## src/rtl/accu_pkg.sv

```systemverilog
package accu_pkg;

    localparam int STEP_W = 4;

    localparam logic [STEP_W-1:0] T1 = 4'd0;
    localparam logic [STEP_W-1:0] T2 = 4'd1;
    localparam logic [STEP_W-1:0] T3 = 4'd2;
    localparam logic [STEP_W-1:0] T4 = 4'd3;
    localparam logic [STEP_W-1:0] T5 = 4'd4;
    localparam logic [STEP_W-1:0] T6 = 4'd5;
    localparam logic [STEP_W-1:0] T7 = 4'd6;
    localparam logic [STEP_W-1:0] T8 = 4'd7;

    typedef enum logic [3:0] {
        CL_MOV_AB, CL_MOV_BA, CL_MOV_BC, CL_MVI, CL_LDA, CL_STA,
        CL_ALU_REG, CL_ALU_IMM, CL_JMP, CL_JC, CL_JZ, CL_BAD
    } op_class_e;

    typedef enum logic [2:0] {
        AOP_ADD, AOP_SUB, AOP_INC, AOP_DEC, AOP_AND, AOP_OR, AOP_XOR
    } alu_op_e;

    typedef struct packed {
        op_class_e cls;
        alu_op_e   aop;
        logic      use_c;   // register operand is C instead of B
        logic      no_wb;   // flags only, accumulator untouched
    } dec_t;

endpackage

```

## src/rtl/accu_decode.sv

```systemverilog
module accu_decode
    import accu_pkg::*;
#(
    parameter int DATA_W = 8
) (
    input  logic [DATA_W-1:0] opcode,
    output dec_t              dec
);
    localparam int SEL_W = 5;

    logic hi_zero;
    assign hi_zero = (opcode[DATA_W-1:SEL_W] == '0);

    always_comb begin
        dec = '{cls: CL_BAD, aop: AOP_ADD, use_c: 1'b0, no_wb: 1'b0};
        if (hi_zero) begin
            case (opcode[SEL_W-1:0])
                5'h00: dec.cls = CL_MOV_AB;
                5'h01: dec.cls = CL_MOV_BA;
                5'h02: dec.cls = CL_MOV_BC;
                5'h03: dec.cls = CL_MVI;
                5'h04: dec.cls = CL_LDA;
                5'h05: dec.cls = CL_STA;
                5'h06: begin dec.cls = CL_ALU_REG; dec.aop = AOP_ADD; end
                5'h07: begin dec.cls = CL_ALU_IMM; dec.aop = AOP_ADD; end
                5'h08: begin dec.cls = CL_ALU_REG; dec.aop = AOP_SUB; end
                5'h09: begin dec.cls = CL_ALU_IMM; dec.aop = AOP_SUB; end
                5'h0A: begin dec.cls = CL_ALU_REG; dec.aop = AOP_INC; end
                5'h0B: begin dec.cls = CL_ALU_REG; dec.aop = AOP_DEC; end
                5'h0C: begin dec.cls = CL_ALU_REG; dec.aop = AOP_AND; end
                5'h0D: begin dec.cls = CL_ALU_REG; dec.aop = AOP_OR; dec.use_c = 1'b1; end
                5'h0E: begin dec.cls = CL_ALU_REG; dec.aop = AOP_SUB; dec.no_wb = 1'b1; end
                5'h0F: begin dec.cls = CL_ALU_REG; dec.aop = AOP_XOR; end
                5'h10: begin dec.cls = CL_ALU_IMM; dec.aop = AOP_AND; end
                5'h11: dec.cls = CL_JMP;
                5'h12: dec.cls = CL_JC;
                5'h13: dec.cls = CL_JZ;
                default: dec.cls = CL_BAD;
            endcase
        end
    end
endmodule

```

## src/rtl/accu_alu.sv

```systemverilog
module accu_alu
    import accu_pkg::*;
#(
    parameter int DATA_W = 8
) (
    input  alu_op_e           op,
    input  logic [DATA_W-1:0] x,
    input  logic [DATA_W-1:0] y,
    output logic [DATA_W-1:0] res,
    output logic              cout
);
    localparam int EXT_W = DATA_W + 1;

    logic [EXT_W-1:0] ext;

    always_comb begin
        case (op)
            AOP_ADD: ext = {1'b0, x} + {1'b0, y};
            AOP_SUB: ext = {1'b0, x} - {1'b0, y};
            AOP_INC: ext = {1'b0, x} + EXT_W'(1);
            AOP_DEC: ext = {1'b0, x} - EXT_W'(1);
            AOP_AND: ext = {1'b0, x & y};
            AOP_OR:  ext = {1'b0, x | y};
            AOP_XOR: ext = {1'b0, x ^ y};
            default: ext = '0;
        endcase
        res  = ext[DATA_W-1:0];
        cout = ext[DATA_W];
    end
endmodule

```

## src/rtl/accu_core.sv

```systemverilog
module accu_core
    import accu_pkg::*;
#(
    parameter int DATA_W = 8
) (
    input  logic              clk,
    input  logic              rst,
    input  logic [DATA_W-1:0] mem_rdata,
    output logic [DATA_W-1:0] mem_addr,
    output logic [DATA_W-1:0] mem_wdata,
    output logic              mem_we,
    output logic              halted,
    output logic [DATA_W-1:0] dbg_a,
    output logic [DATA_W-1:0] dbg_pc
);
    typedef struct packed {
        logic [DATA_W-1:0] pc;
        logic [DATA_W-1:0] mar;
        logic [DATA_W-1:0] mbr;
        logic [DATA_W-1:0] ir;
        logic [DATA_W-1:0] a;
        logic [DATA_W-1:0] b;
        logic [DATA_W-1:0] c;
        logic [DATA_W-1:0] tmp;
        logic              tmp_c;
        logic              zf;
        logic              cf;
        logic              halt;
        logic [STEP_W-1:0] step;
    } core_state_t;

    core_state_t st_q, st_d;
    dec_t        dec;
    logic [DATA_W-1:0] alu_y, alu_res;
    logic        alu_c;
    logic        is_jump, take, opnd;
    logic [STEP_W-1:0] step_w;

    accu_decode #(.DATA_W(DATA_W)) u_dec (
        .opcode (st_q.ir),
        .dec    (dec)
    );

    assign alu_y = (dec.cls == CL_ALU_IMM) ? st_q.mbr :
                   (dec.use_c ? st_q.c : st_q.b);

    accu_alu #(.DATA_W(DATA_W)) u_alu (
        .op   (dec.aop),
        .x    (st_q.a),
        .y    (alu_y),
        .res  (alu_res),
        .cout (alu_c)
    );

    assign is_jump = (dec.cls == CL_JMP) || (dec.cls == CL_JC) || (dec.cls == CL_JZ);
    assign take    = (dec.cls == CL_JMP) || (dec.cls == CL_JC && st_q.cf) ||
                     (dec.cls == CL_JZ && st_q.zf);
    assign opnd    = (dec.cls == CL_MVI) || (dec.cls == CL_ALU_IMM) ||
                     (dec.cls == CL_LDA) || (dec.cls == CL_STA) || (is_jump && take);

    always_comb begin
        st_d      = st_q;
        st_d.step = st_q.step + 1'b1;
        if (st_q.halt) begin
            st_d.step = st_q.step;
        end else begin
            case (st_q.step)
                T1: st_d.mar = st_q.pc;
                T2: begin
                    st_d.mbr = mem_rdata;
                    st_d.pc  = st_q.pc + 1'b1;
                end
                T3: st_d.ir = st_q.mbr;
                default: begin
                    if (dec.cls == CL_BAD) begin
                        st_d.halt = 1'b1;
                        st_d.step = st_q.step;
                    end else if (opnd && st_q.step == T4) begin
                        st_d.mar = st_q.pc;
                    end else if (opnd && st_q.step == T5) begin
                        st_d.mbr = mem_rdata;
                        if (!is_jump) st_d.pc = st_q.pc + 1'b1;
                    end else begin
                        case (dec.cls)
                            CL_MOV_AB, CL_MOV_BA, CL_MOV_BC: begin
                                if (st_q.step == T4) begin
                                    if (dec.cls == CL_MOV_AB)      st_d.a = st_q.b;
                                    else if (dec.cls == CL_MOV_BA) st_d.b = st_q.a;
                                    else                           st_d.b = st_q.c;
                                end else st_d.step = T1;
                            end
                            CL_ALU_REG, CL_ALU_IMM: begin
                                if (st_q.step == ((dec.cls == CL_ALU_REG) ? T4 : T6)) begin
                                    st_d.tmp   = alu_res;
                                    st_d.tmp_c = alu_c;
                                end else if (st_q.step == ((dec.cls == CL_ALU_REG) ? T5 : T7)) begin
                                    if (!dec.no_wb) st_d.a = st_q.tmp;
                                    st_d.zf = (st_q.tmp == '0);
                                    st_d.cf = st_q.tmp_c;
                                end else st_d.step = T1;
                            end
                            CL_MVI: begin
                                if (st_q.step == T6) st_d.a = st_q.mbr;
                                else                 st_d.step = T1;
                            end
                            CL_LDA, CL_STA: begin
                                if (st_q.step == T6) st_d.mar = st_q.mbr;
                                else if (st_q.step == T7) begin
                                    if (dec.cls == CL_LDA) st_d.mbr = mem_rdata;
                                    else                   st_d.mbr = st_q.a;
                                end else if (st_q.step == T8) begin
                                    if (dec.cls == CL_LDA) st_d.a = st_q.mbr;
                                end else st_d.step = T1;
                            end
                            default: begin
                                if (take) begin
                                    if (st_q.step == T6) st_d.pc = st_q.mbr;
                                    else                 st_d.step = T1;
                                end else begin
                                    if (st_q.step == T4) st_d.pc = st_q.pc + 1'b1;
                                    else                 st_d.step = T1;
                                end
                            end
                        endcase
                    end
                end
            endcase
        end
    end

    always_ff @(posedge clk) begin
        if (rst) st_q <= '0;
        else     st_q <= st_d;
    end

    assign mem_addr  = st_q.mar;
    assign mem_wdata = st_q.mbr;
    assign mem_we    = !st_q.halt && (dec.cls == CL_STA) && (st_q.step == T8);
    assign halted    = st_q.halt;
    assign dbg_a     = st_q.a;
    assign dbg_pc    = st_q.pc;
    assign step_w    = st_q.step;

endmodule

```

## config.mk

```make
export PLATFORM = sky130hd
export DESIGN_NAME = accu_core
export DESIGN_NICKNAME = d
export VERILOG_FILES = /design/src/rtl/accu_pkg.sv /design/src/rtl/accu_decode.sv /design/src/rtl/accu_alu.sv /design/src/rtl/accu_core.sv
export SDC_FILE = /design/constraint.sdc
export NUM_CORES = 1
export LEC_CHECK = 0
export BUFFER_PORTS_ARGS = -buffer_cell sky130_fd_sc_hd__buf_2
export CORE_AREA = 4 4 128 130
export CTS_BUF_LIST = sky130_fd_sc_hd__clkbuf_16
export DETAILED_ROUTE_END_ITERATION = 8
export DIE_AREA = 0 0 132 134
export GPL_TIMING_DRIVEN = 0
export MAX_ROUTING_LAYER = met4
export SYNTH_ARGS = -nofsm -noshare
export SYNTH_HDL_FRONTEND = slang
export SYNTH_SLANG_ARGS = --single-unit
```

## constraint.sdc

```tcl
create_clock -name clk -period 4.45 [get_ports clk]
set_clock_uncertainty 0.15 [all_clocks]
set_input_delay 0.89 -clock clk [delete_from_list [all_inputs] [get_ports clk]]
set_output_delay 0.89 -clock clk [all_outputs]
set_load 0.01 [all_outputs]
```

==> flow_summary.toml <==
[run_status]
status = "finished, final reports clean"

[setup_path]
r2r-end = "st_q[15]"
slowest_delay_ns = 0.36
r2r-start = "st_q[44]"
cpLargestDelayFamily = "compound AO/OA/AOI/OAI gates"
crit_top_cell = "o21ai_0"
path_buf_inv = 2
crit_path_max_fanout = 10
arrival_ns = 4.17
crit_required_ns = 4.53
r2r_slack_ns = 0.36
critPathLaunchType = "flop"
path_class = "reg2reg"
end_kind = "flop"
critical-path-slowest-cell = "nor3b_2"
reg2regPathDepth = 16
path_cells = "buf_2 -> nor3b_2 -> nand3_1 -> and2_2 -> a22oi_2 -> inv_1 -> o21ai_0 -> a21oi_1 -> ha_1 -> nor2b_1 -> o21ai_0 -> a21boi_0 -> o41ai_2 -> mux2i_1 -> nand2_1 -> a311oi_1"

[clock_tree]
h-tree-depth = 3
cts_num_sinks = 64
cts_tree = "yes"
clockBufferDepth = 2
clock_latency_ns = 0.33
cts_buffers = 9
cts.clk_slew.worst_paths_ns = 0.06
holdBufCountCts = 0
root_buffer = "clkbuf_16"

[logic_synthesis]
netlist_instances = 692
yosys_warnings = 0
seq_area_frac_synth_pct = 24.5
ys_ff_latch = 64
async_flop_share_pct = 0
ys.flop_type = "dfxtp_1"
synth_area_leaders = "dfxtp_1 (24%), ha_1 (6.5%), a21oi_1 (5.4%)"
synth_top_cell_area_share_pct = 24.5
synth-edff-count = 0
syn_avg_cell_area_um2 = 7.57
netlist_area_um2 = 5240
synth_top_area_cell = "dfxtp_1"
yosys-top-cells-count = "dfxtp_1 (64), a21oi_1 (57), nand2_1 (56)"
synth_most_common_cell = "dfxtp_1"
synth_cell_types = 73
synth_nets = 730

[layout]
nets = 783
post-route-util_pct = 40.2
syn2layout_area_growth_pct = 16.3
n_antenna_cell = 0
n_fill_cell = 1548
drive_above_1_share_pct = 18.8

[die]
rows = 45
die-area_um2 = 17700
die_width_um = 132
io_pins = 44
start_util_pct = 34.6
die_y_um = 134
core_um2 = 15100

[placed_design]
io_buffers = 42
gp_congestion = 0.960
dp_hpwl_mm = 12.9

[sta]
max_freq_ghz = 0.244
fin_crit_sh_pct = 91.9
worst_slew_margin_rel_pct = 29.0
finalSetupViolations = 0
worstMarginPinSlew_ns = 1.06
rsz0062_at_grt = "no"
maxSlewViolCount = 0
hold_viol_final = 0
fin_crit_ns = 4.09

[detailed_routing]
avgViaCountPerCell = 5.86
wl_mm = 17.1
via_count = 5496
first_pass_iters = 6
drt-wirelength-per-cell_um = 18.2
post-route-drc-count = 0
final_antenna_net_count = 0
drt_first_iter_violations = 665

[global_route]
grt_pass1_vias = 5184
grt.overflow.total = 0
antenna_found_initial = 0
grt_max_degree = 13
grt_pass1_wl_mm = 27.7
gr-usage-all-layers_pct = 19.7

[min_path]
hold_path_class = "reg2reg"
whs_path_depth = 2
min-delay-start = "st_q[6]"
min_delay_worst_endpoint = "st_q[6]"

[power]
power_density_nw_per_um2 = 449
p_total_mw = 2.73
leakage_nw = 2.51
vdd_drop_max_mv = 0.408

[flow_run]
maxCapViolCount = 0
[cells in the final DEF, fill, tap and decap left out, drive strengths merged, types with 14 or more instances in the layout]
master	n
nor2	53
a21oi	59
a22oi	14
mux2i	21
buf	85
nand3	26
o21ai	53
a211oi	17
inv	36
dfxtp	64
clkbuf	40
nor3	16
nand2	56
ha	27
[cell type report]
cell class                 instances  area, um2  share of cell area, %
clock inverter                     7        119                   1.95
inverter                          35        131                   2.16
clock buffer                       9        225                   3.70
sequential                        64       1280                   21.1
timing repair buffer              43        218                   3.58
buffer                            73        422                   6.93
multi-input combinational        519       3450                   56.8
tap                              188        235                   3.87
[kinds of logic (layout without fill, tap and decap cells)]
kind of cell / count (synthesis) / after routing / synth area share [%]
buf+inv: 109 / 167 / 10.5
flops: 64 / 64 / 24.5
xor+xnor: 4 / 4 / 0.669
compound gates: 225 / 225 / 28.9
mux: 29 / 29 / 5.74
fa+ha+maj: 28 / 28 / 6.84
simple gates: 233 / 233 / 22.9
[where the power goes]
part	internal, mW	leakage, nW	switching, mW
combinational	0.458	1.83	0.670
clock	0.548	0.164	0.276
sequential	0.640	0.517	0.138
[repair_timing]
item,4_1_cts,5_1_grt
resized for setup,3,15
cloned,0,0
endpoints found under the setup margin,1,6
buffers inserted,0,1
pin swaps,0,3
[through the flow]
step                      worst slack [ns]  hold slack [ns]  setup TNS (ns)  std cells  area (um2)
after floorplan                      0.891            0.281               0        692        5240
after global placement             -0.0494            0.301         -0.0494        922        5680
after detailed placement          -0.00822            0.301        -0.00822        922        5680
after CTS                           0.0243            0.309               0        938        6040
after global routing                0.0409            0.329               0        938        6090
final                                0.359            0.317               0        938        6090
[routing by layer]
| layer | wire length (um) | GRT usage [%] | up-vias | share of wire [%] |
|---|---|---|---|---|
| li1 | - | - | 2626 | - |
| met1 | 7970 | 26.9 | 2584 | 47 |
| met2 | 7680 | 29.9 | 249 | 45 |
| met3 | 1110 | 2.96 | 37 | 6.5 |
| met4 | 354 | 6.48 | 0 | 2.1 |
| met5 | 0 | - | - | 0 |
[registers in the layout, summed over array words and instances, names as in the netlist]
register / cells
dbg_a: 8
dbg_pc: 8
halted: 1
mem_addr: 8
mem_wdata: 8
st_q: 27
step_w: 4
[worst reg2reg max path, cell delays in order, from the launching register on]
cell,delay (ns)
dfxtp_1,0.31
buf_2,0.20
nor3b_2,0.36
nand3_1,0.22
and2_2,0.30
a22oi_2,0.25
inv_1,0.09
o21ai_0,0.23
a21oi_1,0.11
ha_1,0.28
nor2b_1,0.12
o21ai_0,0.20
a21boi_0,0.21
o41ai_2,0.31
mux2i_1,0.30
nand2_1,0.08
a311oi_1,0.26
[worst max path at each step]
stage	startpoint	endpoint	slack [ns]	cells after the start
3_5_place_dp	st_q[45]	st_q[15]	-0.008	17
3_3_place_gp	st_q[43]	st_q[15]	-0.05	14
2_1_floorplan	st_q[43]	st_q[15]	0.89	17
4_1_cts	st_q[45]	st_q[15]	0.02	17
5_1_grt	st_q[45]	st_q[15]	0.04	16
6_report	st_q[44]	st_q[15]	0.36	16
(Power assumes the default switching activity.)
